$ cat src/rtl/wdog_pkg.sv
package wdog_pkg;
  localparam int REG_AW = 4;
  localparam logic [REG_AW-1:0] OFS_CTRL = 4'h1;
  localparam logic [REG_AW-1:0] OFS_VEC  = 4'h2;
  localparam logic [REG_AW-1:0] OFS_SVC  = 4'h3;
  localparam logic [7:0] KEY_ARM  = 8'h55;
  localparam logic [7:0] KEY_FIRE = 8'hAA;
  localparam logic [7:0] VEC_RST  = 8'h0F;
endpackage

$ cat src/rtl/wdog_key_seq.sv
module wdog_key_seq
  import wdog_pkg::*;
(
  input  logic       clk,
  input  logic       rst_n,
  input  logic       svc_wr,
  input  logic [7:0] wdata,
  input  logic       tick,
  input  logic       blocked,
  output logic       svc_done
);
  logic armed_q, armed_d;
  logic key_hit;

  assign key_hit  = svc_wr && (wdata == KEY_FIRE) && armed_q;
  assign svc_done = key_hit && !blocked;

  always_comb begin
    armed_d = armed_q;
    if (tick)                             armed_d = 1'b0;
    else if (svc_wr && wdata == KEY_ARM)  armed_d = 1'b1;
    else if (key_hit)                     armed_d = 1'b0;
  end

  always_ff @(posedge clk or negedge rst_n) begin
    if (!rst_n) armed_q <= 1'b0;
    else        armed_q <= armed_d;
  end

  // an armed key survives unrelated cycles
  a_r3_arm_holds: assert property (@(posedge clk) disable iff (!rst_n)
    armed_q && !svc_wr && !tick |=> armed_q);
  // a timeout disarms the key
  a_r4_tick_disarms: assert property (@(posedge clk) disable iff (!rst_n)
    tick |=> !armed_q);
endmodule

$ cat src/rtl/wdog_counter.sv
module wdog_counter #(
  parameter int BASE_LOG2 = 4,
  parameter int STEP_LOG2 = 2,
  parameter int SEL_W     = 2
) (
  input  logic             clk,
  input  logic             rst_n,
  input  logic             run,
  input  logic             restart,
  input  logic [SEL_W-1:0] sel,
  output logic             tick
);
  localparam int NSEL  = 1 << SEL_W;
  localparam int CNT_W = BASE_LOG2 + STEP_LOG2 * (NSEL - 1);
  localparam logic [CNT_W:0] ONE = 1;

  logic [CNT_W-1:0] lim_tab [NSEL];
  logic [CNT_W-1:0] cnt_q, cnt_d;
  logic             at_end;

  for (genvar g = 0; g < NSEL; g++) begin : g_lim
    assign lim_tab[g] = CNT_W'((ONE << (BASE_LOG2 + STEP_LOG2 * g)) - 1'b1);
  end

  assign at_end = (cnt_q >= lim_tab[sel]);
  assign tick   = run && !restart && at_end;

  always_comb begin
    cnt_d = cnt_q;
    if (restart)     cnt_d = '0;
    else if (run)    cnt_d = at_end ? '0 : cnt_q + 1'b1;
  end

  always_ff @(posedge clk or negedge rst_n) begin
    if (!rst_n) cnt_q <= '0;
    else        cnt_q <= cnt_d;
  end

  // count frozen while disabled
  a_r10_hold: assert property (@(posedge clk) disable iff (!rst_n)
    !run && !restart |=> $stable(cnt_q));
  // restart returns the count to zero
  a_r11_restart_zero: assert property (@(posedge clk) disable iff (!rst_n)
    restart |=> cnt_q == '0);
endmodule

$ cat src/rtl/wdog_regs.sv
module wdog_regs
  import wdog_pkg::*;
(
  input  logic              clk,
  input  logic              rst_n,
  input  logic              reg_wr,
  input  logic              reg_sup,
  input  logic [REG_AW-1:0] reg_addr,
  input  logic [7:0]        reg_wdata,
  input  logic              esc_fire,
  output logic [7:0]        vec_q,
  output logic              esc_en,
  output logic [7:0]        reg_rdata
);
  logic       wr_ok;
  logic [7:0] vec_d;
  logic       esc_d, sticky_q, sticky_d;

  assign wr_ok = reg_wr && reg_sup;

  always_comb begin
    vec_d    = vec_q;
    esc_d    = esc_en;
    sticky_d = sticky_q;
    if (wr_ok && reg_addr == OFS_VEC)  vec_d = reg_wdata;
    if (wr_ok && reg_addr == OFS_CTRL) begin
      esc_d = reg_wdata[1];
      if (reg_wdata[0]) sticky_d = 1'b0;
    end
    if (esc_fire) sticky_d = 1'b1;
  end

  always_ff @(posedge clk or negedge rst_n) begin
    if (!rst_n) begin
      vec_q    <= VEC_RST;
      esc_en   <= 1'b0;
      sticky_q <= 1'b0;
    end else begin
      vec_q    <= vec_d;
      esc_en   <= esc_d;
      sticky_q <= sticky_d;
    end
  end

  always_comb begin
    unique case (reg_addr)
      OFS_CTRL: reg_rdata = {6'd0, esc_en, sticky_q};
      OFS_VEC:  reg_rdata = vec_q;
      default:  reg_rdata = 8'h00;
    endcase
  end

  // user-mode writes leave the registers alone
  a_r7_user_write_ignored: assert property (@(posedge clk) disable iff (!rst_n)
    reg_wr && !reg_sup && !esc_fire |=> $stable(vec_q) && $stable(esc_en) && $stable(sticky_q));
  // escalation records itself
  a_r8_sticky_set: assert property (@(posedge clk) disable iff (!rst_n)
    esc_fire |=> sticky_q);
endmodule

$ cat src/rtl/wdog_svc_timer.sv
module wdog_svc_timer
  import wdog_pkg::*;
#(
  parameter int BASE_LOG2 = 4,
  parameter int STEP_LOG2 = 2,
  parameter int SEL_W     = 2
) (
  input  logic              clk,
  input  logic              rst_n,
  input  logic              run_en,
  input  logic [SEL_W-1:0]  tmo_sel,
  input  logic              reg_wr,
  input  logic              reg_sup,
  input  logic [REG_AW-1:0] reg_addr,
  input  logic [7:0]        reg_wdata,
  output logic [7:0]        reg_rdata,
  output logic              irq,
  input  logic              iack,
  output logic [7:0]        iack_vec,
  output logic              xfer_ack
);
  logic pend_q, pend_d, xack_q;
  logic tick, svc_done, restart, ack_take, esc_fire, esc_en, svc_wr;
  logic [7:0] vec_q;

  assign svc_wr   = reg_wr && reg_sup && (reg_addr == OFS_SVC);
  assign ack_take = iack && pend_q;
  assign restart  = svc_done || ack_take;
  assign esc_fire = tick && pend_q && esc_en;

  wdog_key_seq u_key (
    .clk(clk), .rst_n(rst_n), .svc_wr(svc_wr), .wdata(reg_wdata),
    .tick(tick), .blocked(pend_q), .svc_done(svc_done)
  );

  wdog_counter #(.BASE_LOG2(BASE_LOG2), .STEP_LOG2(STEP_LOG2), .SEL_W(SEL_W)) u_cnt (
    .clk(clk), .rst_n(rst_n), .run(run_en), .restart(restart),
    .sel(tmo_sel), .tick(tick)
  );

  wdog_regs u_regs (
    .clk(clk), .rst_n(rst_n), .reg_wr(reg_wr), .reg_sup(reg_sup),
    .reg_addr(reg_addr), .reg_wdata(reg_wdata), .esc_fire(esc_fire),
    .vec_q(vec_q), .esc_en(esc_en), .reg_rdata(reg_rdata)
  );

  always_comb begin
    pend_d = pend_q;
    if (ack_take)  pend_d = 1'b0;
    else if (tick) pend_d = 1'b1;
  end

  always_ff @(posedge clk or negedge rst_n) begin
    if (!rst_n) begin
      pend_q <= 1'b0;
      xack_q <= 1'b0;
    end else begin
      pend_q <= pend_d;
      xack_q <= esc_fire;
    end
  end

  assign irq      = pend_q;
  assign xfer_ack = xack_q;
  assign iack_vec = iack ? vec_q : 8'h00;

  // pending request survives everything except an acknowledge
  a_r5_pend_holds: assert property (@(posedge clk) disable iff (!rst_n)
    irq && !iack |=> irq);
  a_r5_iack_clears: assert property (@(posedge clk) disable iff (!rst_n)
    iack && irq |=> !irq);
  // forced acknowledge is a lone pulse tied to a pending request
  a_r8_pulse: assert property (@(posedge clk) disable iff (!rst_n)
    xfer_ack |=> !xfer_ack);
  a_r8_needs_pending: assert property (@(posedge clk) disable iff (!rst_n)
    $rose(xfer_ack) |-> $past(irq));
endmodule

$ cat config.mk
export PLATFORM = sky130hd
export DESIGN_NAME = wdog_svc_timer
export DESIGN_NICKNAME = d
export VERILOG_FILES = /design/src/rtl/wdog_pkg.sv /design/src/rtl/wdog_key_seq.sv /design/src/rtl/wdog_counter.sv /design/src/rtl/wdog_regs.sv /design/src/rtl/wdog_svc_timer.sv
export SDC_FILE = /design/constraint.sdc
export NUM_CORES = 1
export LEC_CHECK = 0
export BUFFER_PORTS_ARGS = -buffer_cell sky130_fd_sc_hd__buf_2
export CORE_ASPECT_RATIO = 2
export CORE_MARGIN = 3
export CORE_UTILIZATION = 56
export DETAILED_ROUTE_END_ITERATION = 6
export MAX_ROUTING_LAYER = met4
export PLACE_DENSITY_LB_ADDON = 0.12
export REMOVE_ABC_BUFFERS = 1
export SYNTH_ARGS = -nofsm -noshare
export SYNTH_HDL_FRONTEND = slang
export SYNTH_SLANG_ARGS = --single-unit
$ cat constraint.sdc
create_clock -name clk -period 3.05 [get_ports clk]
set_clock_uncertainty 0.15 [all_clocks]
set_input_delay 0.305 -clock clk [delete_from_list [all_inputs] [get_ports clk]]
set_output_delay 0.305 -clock clk [all_outputs]
set_load 0.05 [all_outputs]
* Word level (Yosys, flattened, before mapping)
Cells that the tools add are included.
W data, S select, Z words.
** Storage, ports and cells
- Bits in latches :: 0
- Word-level logic and storage cells :: 54
- Output and inout bits :: 18
- Bits in registers :: 23
- Input bits :: 20
- Memories kept :: 0
- Bits in read-only memories :: 0
- Memory bits (writable) :: 0
** Cells by class
- Reduce and logical (&&, ||, !) cells :: 22
- Divide/modulo/power cells :: 0
- $mul :: 0
- Multiplexer cells :: 16
- Add/sub/neg operators :: 1
- Equal/unequal tests :: 5
- Shift operators :: 0
- $lt $le $gt $ge :: 2
- Bitwise logic cells :: 1
** Operator list (number)
- $mux W10 :: 5
- $bmux W10 S2 :: 1
- $pmux W8 S2 :: 1
- $logic_and A1 B1 Y1 :: 13
- $add A10 B1 Y10 const B :: 1
- $ge A10 B10 Y1 :: 1
- $eq A4 B2 Y1 const B :: 2
- $eq A8 B7 Y1 const B :: 1
- $eq A8 B8 Y1 const B :: 1
- $mux W1 :: 8
- $mux W8 :: 1
- $reduce_bool A2 Y1 :: 4
- $eq A4 B1 Y1 const B :: 1
- $ge A3 B3 Y1 const B :: 1
- $not A2 Y3 :: 1
- $reduce_bool A3 Y1 :: 1
- $logic_not A1 Y1 :: 2
- $reduce_and A2 Y1 :: 1
- $logic_or A1 B1 Y1 :: 1

* Longest topological paths before layout
Gate-level depths: netlist of run 1.
- Depth after elaboration :: 13
- Depth in mapped cells :: 8
- Gate-level depth less buffers :: 7

* Cells and area by module
From an unflattened synthesis of run 1, not the netlist that was laid out.
** Unflattened totals
- Cell total of the unflattened synthesis :: 160
- Area, all modules :: 1537.7 um2
** Modules (own cells, without submodules)
- wdog_counter :: instances 1, area an instance 799.5 um2, cells each 97, sequential area each 250.2 um2
- wdog_regs :: instances 1, area an instance 489.2 um2, cells each 37, sequential area each 255.2 um2
- wdog_svc_timer :: instances 1, area an instance 140.1 um2, cells each 16, sequential area each 50.0 um2
- wdog_key_seq :: instances 1, area an instance 108.9 um2, cells each 10, sequential area each 25.0 um2

* Least setup slack after synthesis of run 1
Ideal clock, no wire load.
- Path type :: input-to-output
- Start :: input reg_addr[1]
- End :: output reg_rdata[0]
- Setup slack :: 0.802 ns
- Data required time :: 2.595 ns
- Buffers on the path :: 0
- Arrival :: 1.793 ns
- Stages :: 3
- Path through :: nor2b_1 > a22oi_1 > nor3_1
** Between the ends
- Cells in the longest elaborated chain, start to end :: 2
- Elaborated cells on any way between the ends :: 3
- Those cells by class :: eq/ne (2); mux (1)
** RTL lines
- from (decl) :: RTL line wdog_svc_timer.sv:14 : input logic [REG_AW-1:0] reg_addr,
- $eq A4 B2 Y1 / $eq A4 B1 Y1 (equally long branches) :: RTL line wdog_regs.sv:46 : unique case (reg_addr)
- $pmux W8 S2 * :: RTL line wdog_regs.sv:46
- to (decl) :: RTL line wdog_svc_timer.sv:16 : output logic [7:0] reg_rdata,
Mark *: on every way between the ends. The rest lies on a longest branch, timed or not.

* Worst setup path after layout of run 1
- Start :: register u_cnt.cnt_q[6]
- End :: register u_key.armed_q
** Between the ends
- Cells in the longest elaborated chain, start to end :: 3
- Elaborated cells on any way between the ends :: 4
- Those cells by class :: order compare (1); mux (1); reduce/logical (2)
** RTL lines
- from (decl) :: RTL line wdog_counter.sv:18 : logic [CNT_W-1:0] cnt_q, cnt_d;
- from (signal assigned) :: RTL line wdog_counter.sv:36 : else cnt_q <= cnt_d;
- $ge A10 B10 Y1 * :: RTL line wdog_counter.sv:25 : assign at_end = (cnt_q >= lim_tab[sel]);
- $logic_and A1 B1 Y1 * :: RTL line wdog_counter.sv:26 : assign tick = run && !restart && at_end;
- $reduce_bool A3 Y1 (no line) / $mux W1 (equally long branches)
- to (signal assigned) :: RTL line wdog_key_seq.sv:27 : else armed_q <= armed_d;
- to (decl) :: RTL line wdog_key_seq.sv:12 : logic armed_q, armed_d;
Marks and branches as above.
A chain may end at the register's enable or synchronous reset.

==> results of run 1 <==
==> routing by layer <==
metal,share of wire (%),up-vias,wire [um]
met4,3.8,0,143
met3,4.9,14,187
li1,-,680,-
met2,57,60,2170
met1,34,670,1290
met5,0,-,0
==> what timing repair did <==
action | CTS | global route
endpoints found under the hold margin | 19 | 0
hold buffers | 1 | 0
setup buffers | 0 | 0
==> stage by stage <==
| step | total power, W | std cells | area, sq um |
|---|---|---|---|
| final | 0.00127 | 224 | 1750 |
| after global routing | 0.00137 | 224 | 1750 |
| after CTS | 0.00127 | 224 | 1750 |
| after detailed placement | 0.00108 | 219 | 1700 |
| after global placement | 0.00105 | 219 | 1700 |
| after floorplan | 0.000916 | 154 | 1470 |
==> state kept, by name, indices dropped and copies added, names as in the netlist <==
signal,count
irq,1
u_cnt.cnt_q,10
u_key.armed_q,1
u_regs.esc_en,1
u_regs.sticky_q,1
u_regs.vec_q,8
xfer_ack,1
==> area by class of cell <==
cell class                 instances  area, sq um  area share [%]
clock buffer                       4         45.0            2.57
tap                               27         33.8            1.93
inverter                           8         30.0            1.72
sequential                        23          581            33.2
multi-input combinational        123          858            49.0
timing repair buffer              39          203            11.6
==> cells in the final DEF, fill, tap and decap left out, types with 2 or more instances in the layout <==
cell       Yosys  final
a21oi_1       10     10
a22oi_1        2      2
a31oi_1        2      2
and2_1         9      9
and3_1         7      7
buf_2          2     37
clkbuf_8       0      3
dfrtp_1       19     19
dfstp_2        4      4
ha_1           6      6
inv_1          7      7
mux2_2         9      9
nand2_1       19     19
nand2b_1       3      3
nand3_1        3      3
nand4_1        3      3
nor2b_1        3      3
nor3_1         6      6
nor4_1         5      5
nor4bb_1       3      3
o2111ai_1      4      4
o211ai_1       2      2
o21a_1         4      4
o221ai_1       6      6
o31a_1         4      4
==> power by group <==
group,total [W],switching [W],internal (W)
clock,0.000187,0.0000938,0.0000933
combinational,0.000553,0.000335,0.000218
sequential,0.000532,0.000121,0.000411
==> cell families after synthesis <==
kind of cell	count (synthesis)	synth area share, %
DFF	23	38.8
muxes	9	6.77
adders and majority gates	7	5.76
buffers and inverters	14	3.93
AOI/OAI and AO/OA	40	19.4
and+or+nand+nor	67	25.4
==> worst max-delay path by stage <==
| stage | from | to | slack, ps |
|---|---|---|---|
| 2_1_floorplan | reg_addr[1] | reg_rdata[0] | 800 |
| 3_3_place_gp | tmo_sel[1] | u_key.armed_q$_DFFE_PN0P_ | 940 |
| 3_5_place_dp | tmo_sel[1] | u_key.armed_q$_DFFE_PN0P_ | 860 |
| 4_1_cts | u_cnt.cnt_q[8]$_DFFE_PN0P_ | u_key.armed_q$_DFFE_PN0P_ | 920 |
| 5_1_grt | u_cnt.cnt_q[8]$_DFFE_PN0P_ | xfer_ack$_DFF_PN0_ | 770 |
| 6_report | u_cnt.cnt_q[6]$_DFFE_PN0P_ | u_key.armed_q$_DFFE_PN0P_ | 900 |
==> metrics, run 1 <==
clk sinks 23; Fin Setup TNS 0 ps; largest net degree at the start of global routing 24; period utilisation layout 70.6%; P per Cell Area 727 mW/mm^2; H-tree depth 1; Core Util, Final 70.8%; cts bufs inserted 3; Setup WS pre-CTS 858 ps; # resized after CTS 0; syn_area_per_cell 9.36 sq um; vias per cell 6.36; highest clock rate 464 MHz; DP HPWL 3.02 mm; IO Pins 38; Placeable Area 0.00247 sq mm; FP Rows 25; initial drt markers 34; initial antenna violation count 0; startpoint type of the worst setup path flop; ant diodes 0; unrepaired setup endpoints after global routing no; gr usage total 25.1%; TritonCTS clock tree built; WL/cell 16.9 um; hold path cells 2; Max Slew Vio Count 0; Worst Slack Setup Final 897 ps; Post-Syn Area 0.00150 sq mm; nets@finish 224; area added between synthesis and finish 16.9%; area leader, netlist dfrtp_1; most common flop cell mapped by yosys dfrtp_1; post-synthesis cell type count 40; clk buf depth 2; ratio of cells with drive above 1 in the final layout 28.4%; met2 usage 47.7%; post-synthesis async set-or-reset flop share 100%; Starting Density 60.6%; WP buf/inv 0; Remaining Overflow, GRT 0; Most Crowded Layer GR met2; register bit total from synthesis 23; Clock Latency Late Sink 270 ps; worst hold start reg_wdata[5]; peak supply drop 0.542 mV; crit-path leading delay family compound AO/OA/AOI/OAI gates; EDFF count, synth 0; Worst Tran Pin Value 572 ps; RR Endpoint u_key.armed_q$_DFFE_PN0P_; FILL cells 220; Detailed Routing Iterations Pass 1 4; CP max stage cell dfrtp_1; Worst slew margin 61.7%; Port-buffer cells 37; vias post-DR 1,424; critical path peak fanout 13; first-pass GRT wire length 6.38 mm; WL final 3.79 mm; R2R Setup Slk 900 ps; Synth top cells by count dfrtp_1 (19), nand2_1 (19), a21oi_1 (10); worst r2r path cells 4; Synth warnings 0; Critical Path Max Stage Delay 460 ps; worst path arrival time 2150 ps; Reg2Reg Launch Point u_cnt.cnt_q[6]$_DFFE_PN0P_; largest cells by area after synthesis dfrtp_1 (32%), dfstp_2 (7.0%), mux2_2 (6.8%); vias in the first global route 1,438; crit-path cells ha_1 > nand4_1 > o21a_1 > o31a_1; leakage power 0.802 nW; die width 42.6 um; M3 GR Usage 1.81%; Crit Path Category flop to flop; RePlAce Congestion 0.825; Detail Route Antenna Nets 0; top-area cell type share of the netlist area 31.7%; sequential-to-total area share from yosys stat 38.8%; Hold Vio Cnt, Final 0; Hold EP u_regs.vec_q[5]$_DFFE_PN0P_; CP required 3050 ps; Post-Synthesis Cells 160; max-capacitance violation count 0; Die Ht 79.1 um; clock slew seen by the registers of the worst setup and hold paths 80 ps; met1 usage 23.3%; total die area 0.00337 sq mm; Min Hold Slack 145 ps; status completed; CP endpoint kind flop; final setup fails 0; clock root buffer clkbuf_8; residual DRC count 0; HP Class input pin to flop; WP depth 4; fin crit period 2150 ps
(Power assumes the default switching activity.)
==> run 2, diff against run 1 <==
CORE_UTILIZATION = 47   (was 56)
clock period = 1.73 ns   (was 3.05 ns; I/O delays follow)
==> metrics, run 2 (synthesized netlist as in run 1, its figures left out) <==
Worst setup startpoint u_cnt.cnt_q[4]$_DFFE_PN0P_; WL/cell 17.0 um; ant diodes 0; period utilisation layout 110%; max-capacitance violation count 0; TritonCTS clock tree built; Placeable Area 0.00301 sq mm; clock slew seen by the registers of the worst setup and hold paths 80 ps; final setup fails 14; failing checks negative setup slack; RePlAce Congestion 0.955; Net Sw Power 0.00118 W; Net Sw Frac 41.9%; Worst Slack Setup Final -166 ps; vias per cell 6.19; largest registers u_cnt.cnt_q (10), u_regs.vec_q (8); max FFs per register 10; P per Cell Area 1350 mW/mm^2; clock root buffer clkbuf_8; Worst slew margin 65.8%; vias in the first global route 1,548; Max Slew Vio Count 0; peak supply drop 1.11 mV; CP max stage cell dfrtp_1; CP required 1720 ps; fin crit period 1900 ps; IO Pins 38; Seq pwr share 30.3%; first-pass GRT wire length 6.78 mm; ratio of cells with drive above 1 in the final layout 45.5%; largest net degree at the start of global routing 24; Clock Latency Late Sink 250 ps; nets@finish 251; P_int 0.00164 W; area of the multi-input gates 976 sq um; DP HPWL 3.27 mm; Hold Vio Cnt, Final 0; unrepaired setup endpoints after global routing yes; clk buf depth 2; cts bufs inserted 3; Detailed Routing Iterations Pass 1 4; die width 45.9 um; vias post-DR 1,572; Worst Tran Pin Value 513 ps; area added between synthesis and finish 39.3%; register area 581 sq um; Critical Path Max Stage Delay 410 ps; Detail Route Antenna Nets 0; Remaining Overflow, GRT 0; clk sinks 23; initial antenna violation count 0; residual DRC count 0; most frequent cells in the layout buf_2 (37), buf_4 (25), nand2_1 (19), dfrtp_1 (19); most common cell after layout, fill and taps aside buf_2; status finished, violations left; initial drt markers 40; Biggest register u_cnt.cnt_q; HP Class input pin to flop; crit-path cells ha_4 > a41oi_2 > maj3_2 > o21a_4 > o31a_1; Port-buffer cells 37; total die area 0.00394 sq mm; Starting Density 49.7%; Reg2Reg Launch Point u_cnt.cnt_q[4]$_DFFE_PN0P_; critical path peak fanout 5; highest clock rate 527 MHz; Final Cell Area 0.00209 sq mm; startpoint type of the worst setup path flop; FP Rows 28; WL final 4.33 mm; gr usage total 23.6%; Crit Path Category flop to flop; leakage power 0.947 nW; Clk pwr share 11.3%; FILL cells 237; Post-DP Area 0.00186 sq mm; H-tree depth 1; Die Ht 85.8 um; non-filler cells, final 254; Combinational Power Share 58.5%; worst path arrival time 1890 ps; CP endpoint kind flop; worst hold start reg_wdata[3]; placed cells 244
run 2: cell types whose count changed in the layout (fill, tap and decap cells not counted), moves of 2 or more:
cell,change
buf_6,+3
a21oi_2,+2
o2111ai_1,-3
o221ai_1,-6
ha_1,-2
o221ai_2,+6
a21oi_1,-2
buf_4,+24
o2111ai_2,+3
run 2: area by class of cell:
type                            count  area share (%)
Multi-Input combinational cell    123            46.8
Timing Repair Buffer               66            20.0
Inverter                            8            1.44
Tap cell                           30            1.80
Sequential cell                    23            27.8
Clock buffer                        4            2.16
run 2: metrics by stage:
| stage | hold WS (ps) | power, W | setup TNS [ps] | utilization, % | setup slack (ps) |
|---|---|---|---|---|---|
| after global placement | 16.8 | 0.00214 | -2930 | 61.9 | -257 |
| after CTS | 24.5 | 0.00268 | -1630 | 66.9 | -149 |
| after floorplan | -273 | 0.00161 | -1600 | - | -254 |
| final | 25.0 | 0.00282 | -1600 | 69.2 | -166 |
| after global routing | 36.5 | 0.00300 | -2260 | 69.2 | -190 |
| after detailed placement | 21.3 | 0.00220 | -3710 | 61.9 | -319 |
run 2: final timing paths:
path | slack (ps) | end | cells after the start
max in group asynchronous | 790 | u_regs.vec_q[1]$_DFFE_PN1P_ | 2
worst min-delay path | 20 | u_regs.vec_q[3]$_DFFE_PN1P_ | 2
worst max-delay path | -170 | u_key.armed_q$_DFFE_PN0P_ | 5
worst max register to register | -170 | u_key.armed_q$_DFFE_PN0P_ | 5
worst min register to register | 370 | u_regs.vec_q[6]$_DFFE_PN0P_ | 1
min in group asynchronous | 270 | u_regs.vec_q[6]$_DFFE_PN0P_ | 2
run 2: worst max-delay path, delay by kind of cell (launching register included):
family / cells / cell delay, ps
fa+ha+maj: 2 / 660
compound gates: 3 / 550
flops: 1 / 410
run 2: power by group through the flow:
stage / Sequential [W] / Clock [W] / Combinational, W
after CTS: 0.000845 / 0.000327 / 0.00151
after global routing: 0.000871 / 0.000338 / 0.00180
after global placement: 0.000848 / 0 / 0.00129
after floorplan: 0.000915 / 0 / 0.000700
final: 0.000854 / 0.000318 / 0.00165
after detailed placement: 0.000855 / 0 / 0.00134
run 2: timing repair:
action	4_1_cts	5_1_grt
pin swaps	5	9
buffers inserted	5	0
hold buffers	1	0
endpoints found under the setup margin	14	14
resized for setup	11	11
cloned	0	0
endpoints found under the hold margin	19	0
run 2: metal layers:
layer	up-vias	global-route usage, %	part of all wire, %	routed length, um
met5	-	-	0	0
met4	0	7.25	2.8	121
met3	8	2.10	6.1	265
met2	75	45.0	58	2520
met1	750	22.9	33	1420
li1	739	-	-	-
==> run 3, diff against run 2 <==
ABC_AREA = 1   (was default)
CORE_UTILIZATION = 49   (was 47)
==> metrics, run 3 <==
Port-buffer cells 37; Synth top cells by count nand2_1 (58), inv_1 (36), dfrtp_1 (19); most common cell after layout, fill and taps aside nand2_1; first-pass GRT wire length 6.98 mm; unrepaired setup endpoints after global routing yes; max-capacitance violation count 0; Combinational Power Share 33.9%; Die Ht 90.8 um; ant diodes 0; most common flop cell mapped by yosys dfrtp_1; Synth warnings 0; peak supply drop 0.438 mV; Remaining Overflow, GRT 0; max FFs per register 10; Net Sw Frac 38.9%; clk buf depth 2; vias in the first global route 1,606; EDFF count, synth 0; vias post-DR 1,622; HP Class input pin to flop; clock slew seen by the registers of the worst setup and hold paths 90 ps; worst r2r path cells 8; critical path peak fanout 5; residual DRC count 0; Clk pwr share 21.3%; Detailed Routing Iterations Pass 1 4; worst path arrival time 1720 ps; total die area 0.00439 sq mm; final setup fails 0; RR Endpoint u_cnt.cnt_q[4]$_DFFE_PN0P_; WL/cell 12.8 um; sequential-to-total area share from yosys stat 33.0%; CP endpoint kind flop; hold path cells 3; fin crit period 1720 ps; most frequent cells in the layout nand2_1 (55), buf_2 (37), inv_1 (36); leakage power 1.25 nW; Clock Latency Late Sink 270 ps; P per Cell Area 748 mW/mm^2; initial antenna violation count 0; post-synthesis async set-or-reset flop share 100%; Post-Synthesis Cells 229; crit-path leading delay family simple AND/OR/NAND/NOR gates; startpoint type of the worst setup path flop; syn_area_per_cell 7.69 sq um; largest net degree at the start of global routing 24; Hold Vio Cnt, Final 0; H-tree depth 1; largest registers u_cnt.cnt_q (10), u_regs.vec_q (8); TritonCTS clock tree built; period utilisation layout 99.4%; initial drt markers 46; Crit Path Category flop to flop; Worst Tran Pin Value 518 ps; Seq pwr share 44.8%; crit-path cells ha_4 > nand2_4 > nor2_4 > nand2_4 > nor2_8 > nor2_4 > nand4_1 > nand2_1; ratio of cells with drive above 1 in the final layout 37.0%; area added between synthesis and finish 22.8%; post-synthesis cell type count 34; Setup WS pre-CTS -5.43 ps; IO Pins 38; CP required 1730 ps; FP Rows 30; Worst slew margin 65.5%; top-area cell type share of the netlist area 27.0%; Worst Slack Setup Final 10.6 ps; Critical Path Max Stage Delay 450 ps; placed cells 314; largest cells by area after synthesis dfrtp_1 (27%), nand2_1 (12%), inv_1 (7.7%); WP buf/inv 0; Post-Syn Area 0.00176 sq mm; Max Slew Vio Count 0; non-filler cells, final 324; Net Sw Power 0.000630 W; DP HPWL 3.20 mm; Hold EP u_regs.vec_q[7]$_DFFE_PN0P_; vias per cell 5.01; clock root buffer clkbuf_8; count leader, synth nand2_1; Placeable Area 0.00342 sq mm; Detail Route Antenna Nets 0; WL final 4.16 mm; highest clock rate 582 MHz; status completed; register bit total from synthesis 23; CP max stage cell dfrtp_1; RePlAce Congestion 0.872; nets@finish 303; Starting Density 51.6%; P_int 0.000988 W; gr usage total 20.6%; cts bufs inserted 3; Reg2Reg Launch Point u_cnt.cnt_q[6]$_DFFE_PN0P_; worst hold start reg_wdata[7]; die width 48.4 um; R2R Setup Slk 10 ps; Biggest register u_cnt.cnt_q; clk sinks 23; area leader, netlist dfrtp_1
## run 3: cell types whose count changed in the layout (fill, tap and decap cells not counted), sizes merged, moves of 7 or more
cell	before	now
nand2	19	65
nand4	3	16
and3	7	0
nor2	1	26
and2	10	1
inv	7	40
buf	65	47
mux2	9	0
nand3	3	20
## run 3: power by group through the flow
| stage | combinational [W] | clock [W] | sequential (W) |
|---|---|---|---|
| final | 0.000549 | 0.000344 | 0.000724 |
| after global routing | 0.000617 | 0.000370 | 0.000739 |
| after CTS | 0.000537 | 0.000352 | 0.000724 |
| after detailed placement | 0.000531 | 0 | 0.000734 |
| after global placement | 0.000520 | 0 | 0.000732 |
| after floorplan | 0.000369 | 0 | 0.000729 |
## run 3: cell families after synthesis
kind of cell | synth area share (%)
AO/OA/AOI/OAI | 7.32
XOR/XNOR | 1.99
flip-flops | 33.0
AND/OR/NAND/NOR | 40.1
adder cells (fa/ha/maj) | 4.26
buffers and inverters | 13.4
## run 3: worst min-delay path: cells and delay by family
kind / cells / cell delay (ps)
buffers and inverters: 2 / 170
AO/OA/AOI/OAI: 1 / 60
## run 3: timing repair
action / 4_1_cts / 5_1_grt
hold buffers: 2 / 0
pin swaps: 0 / 17
gates resized for setup: 1 / 13
cloned: 0 / 1
buffers inserted: 0 / 3
hold endpoints to repair: 20 / 0
endpoints found under the setup margin: 6 / 14
## run 3: stage by stage
step                hold slack (ps)  setup TNS (ps)  instance area, sq um  power [W]  util, %
finish                         16.0               0                  2160    0.00162     63.3
global route                   21.4            -457                  2160    0.00173     63.3
CTS                            12.1               0                  2060    0.00161     60.2
detailed placement             29.3           -5.43                  1990    0.00126     58.1
global placement               26.3               0                  1990    0.00125     58.1
floorplan                      -273               0                  1690    0.00110        -
## run 3: worst max path at each step
stage,startpoint,to,slack (ps),cells past startpoint
2_1_floorplan,irq$_DFFE_PN0P_,u_key.armed_q$_DFFE_PN0P_,40,6
3_3_place_gp,u_cnt.cnt_q[7]$_DFFE_PN0P_,u_key.armed_q$_DFFE_PN0P_,20,9
3_5_place_dp,u_cnt.cnt_q[9]$_DFFE_PN0P_,u_cnt.cnt_q[6]$_DFFE_PN0P_,-5,8
4_1_cts,u_cnt.cnt_q[9]$_DFFE_PN0P_,u_cnt.cnt_q[8]$_DFFE_PN0P_,6,8
5_1_grt,u_cnt.cnt_q[7]$_DFFE_PN0P_,u_cnt.cnt_q[4]$_DFFE_PN0P_,-60,8
6_report,u_cnt.cnt_q[6]$_DFFE_PN0P_,u_cnt.cnt_q[4]$_DFFE_PN0P_,10,8
## run 3: per-layer routing
metal | routed length [um] | global-route usage [%] | part of all wire (%) | vias to the layer above
li1 | - | - | - | 817
met1 | 1390 | 19.1 | 33 | 752
met5 | 0 | - | 0 | -
met3 | 167 | 2.48 | 4.0 | 8
met4 | 97 | 8.31 | 2.3 | 0
met2 | 2500 | 40.7 | 60 | 45
## run 3: area by class of cell
| type | instances | area (sq um) |
|---|---|---|
| Sequential cell | 23 | 581 |
| Timing Repair Buffer | 49 | 280 |
| Clock buffer | 3 | 41.3 |
| Inverter | 43 | 164 |
| Clock inverter | 1 | 5.00 |
| Tap cell | 48 | 60.1 |
| Multi-Input combinational cell | 157 | 1030 |
| Fill cell | 330 | 1250 |
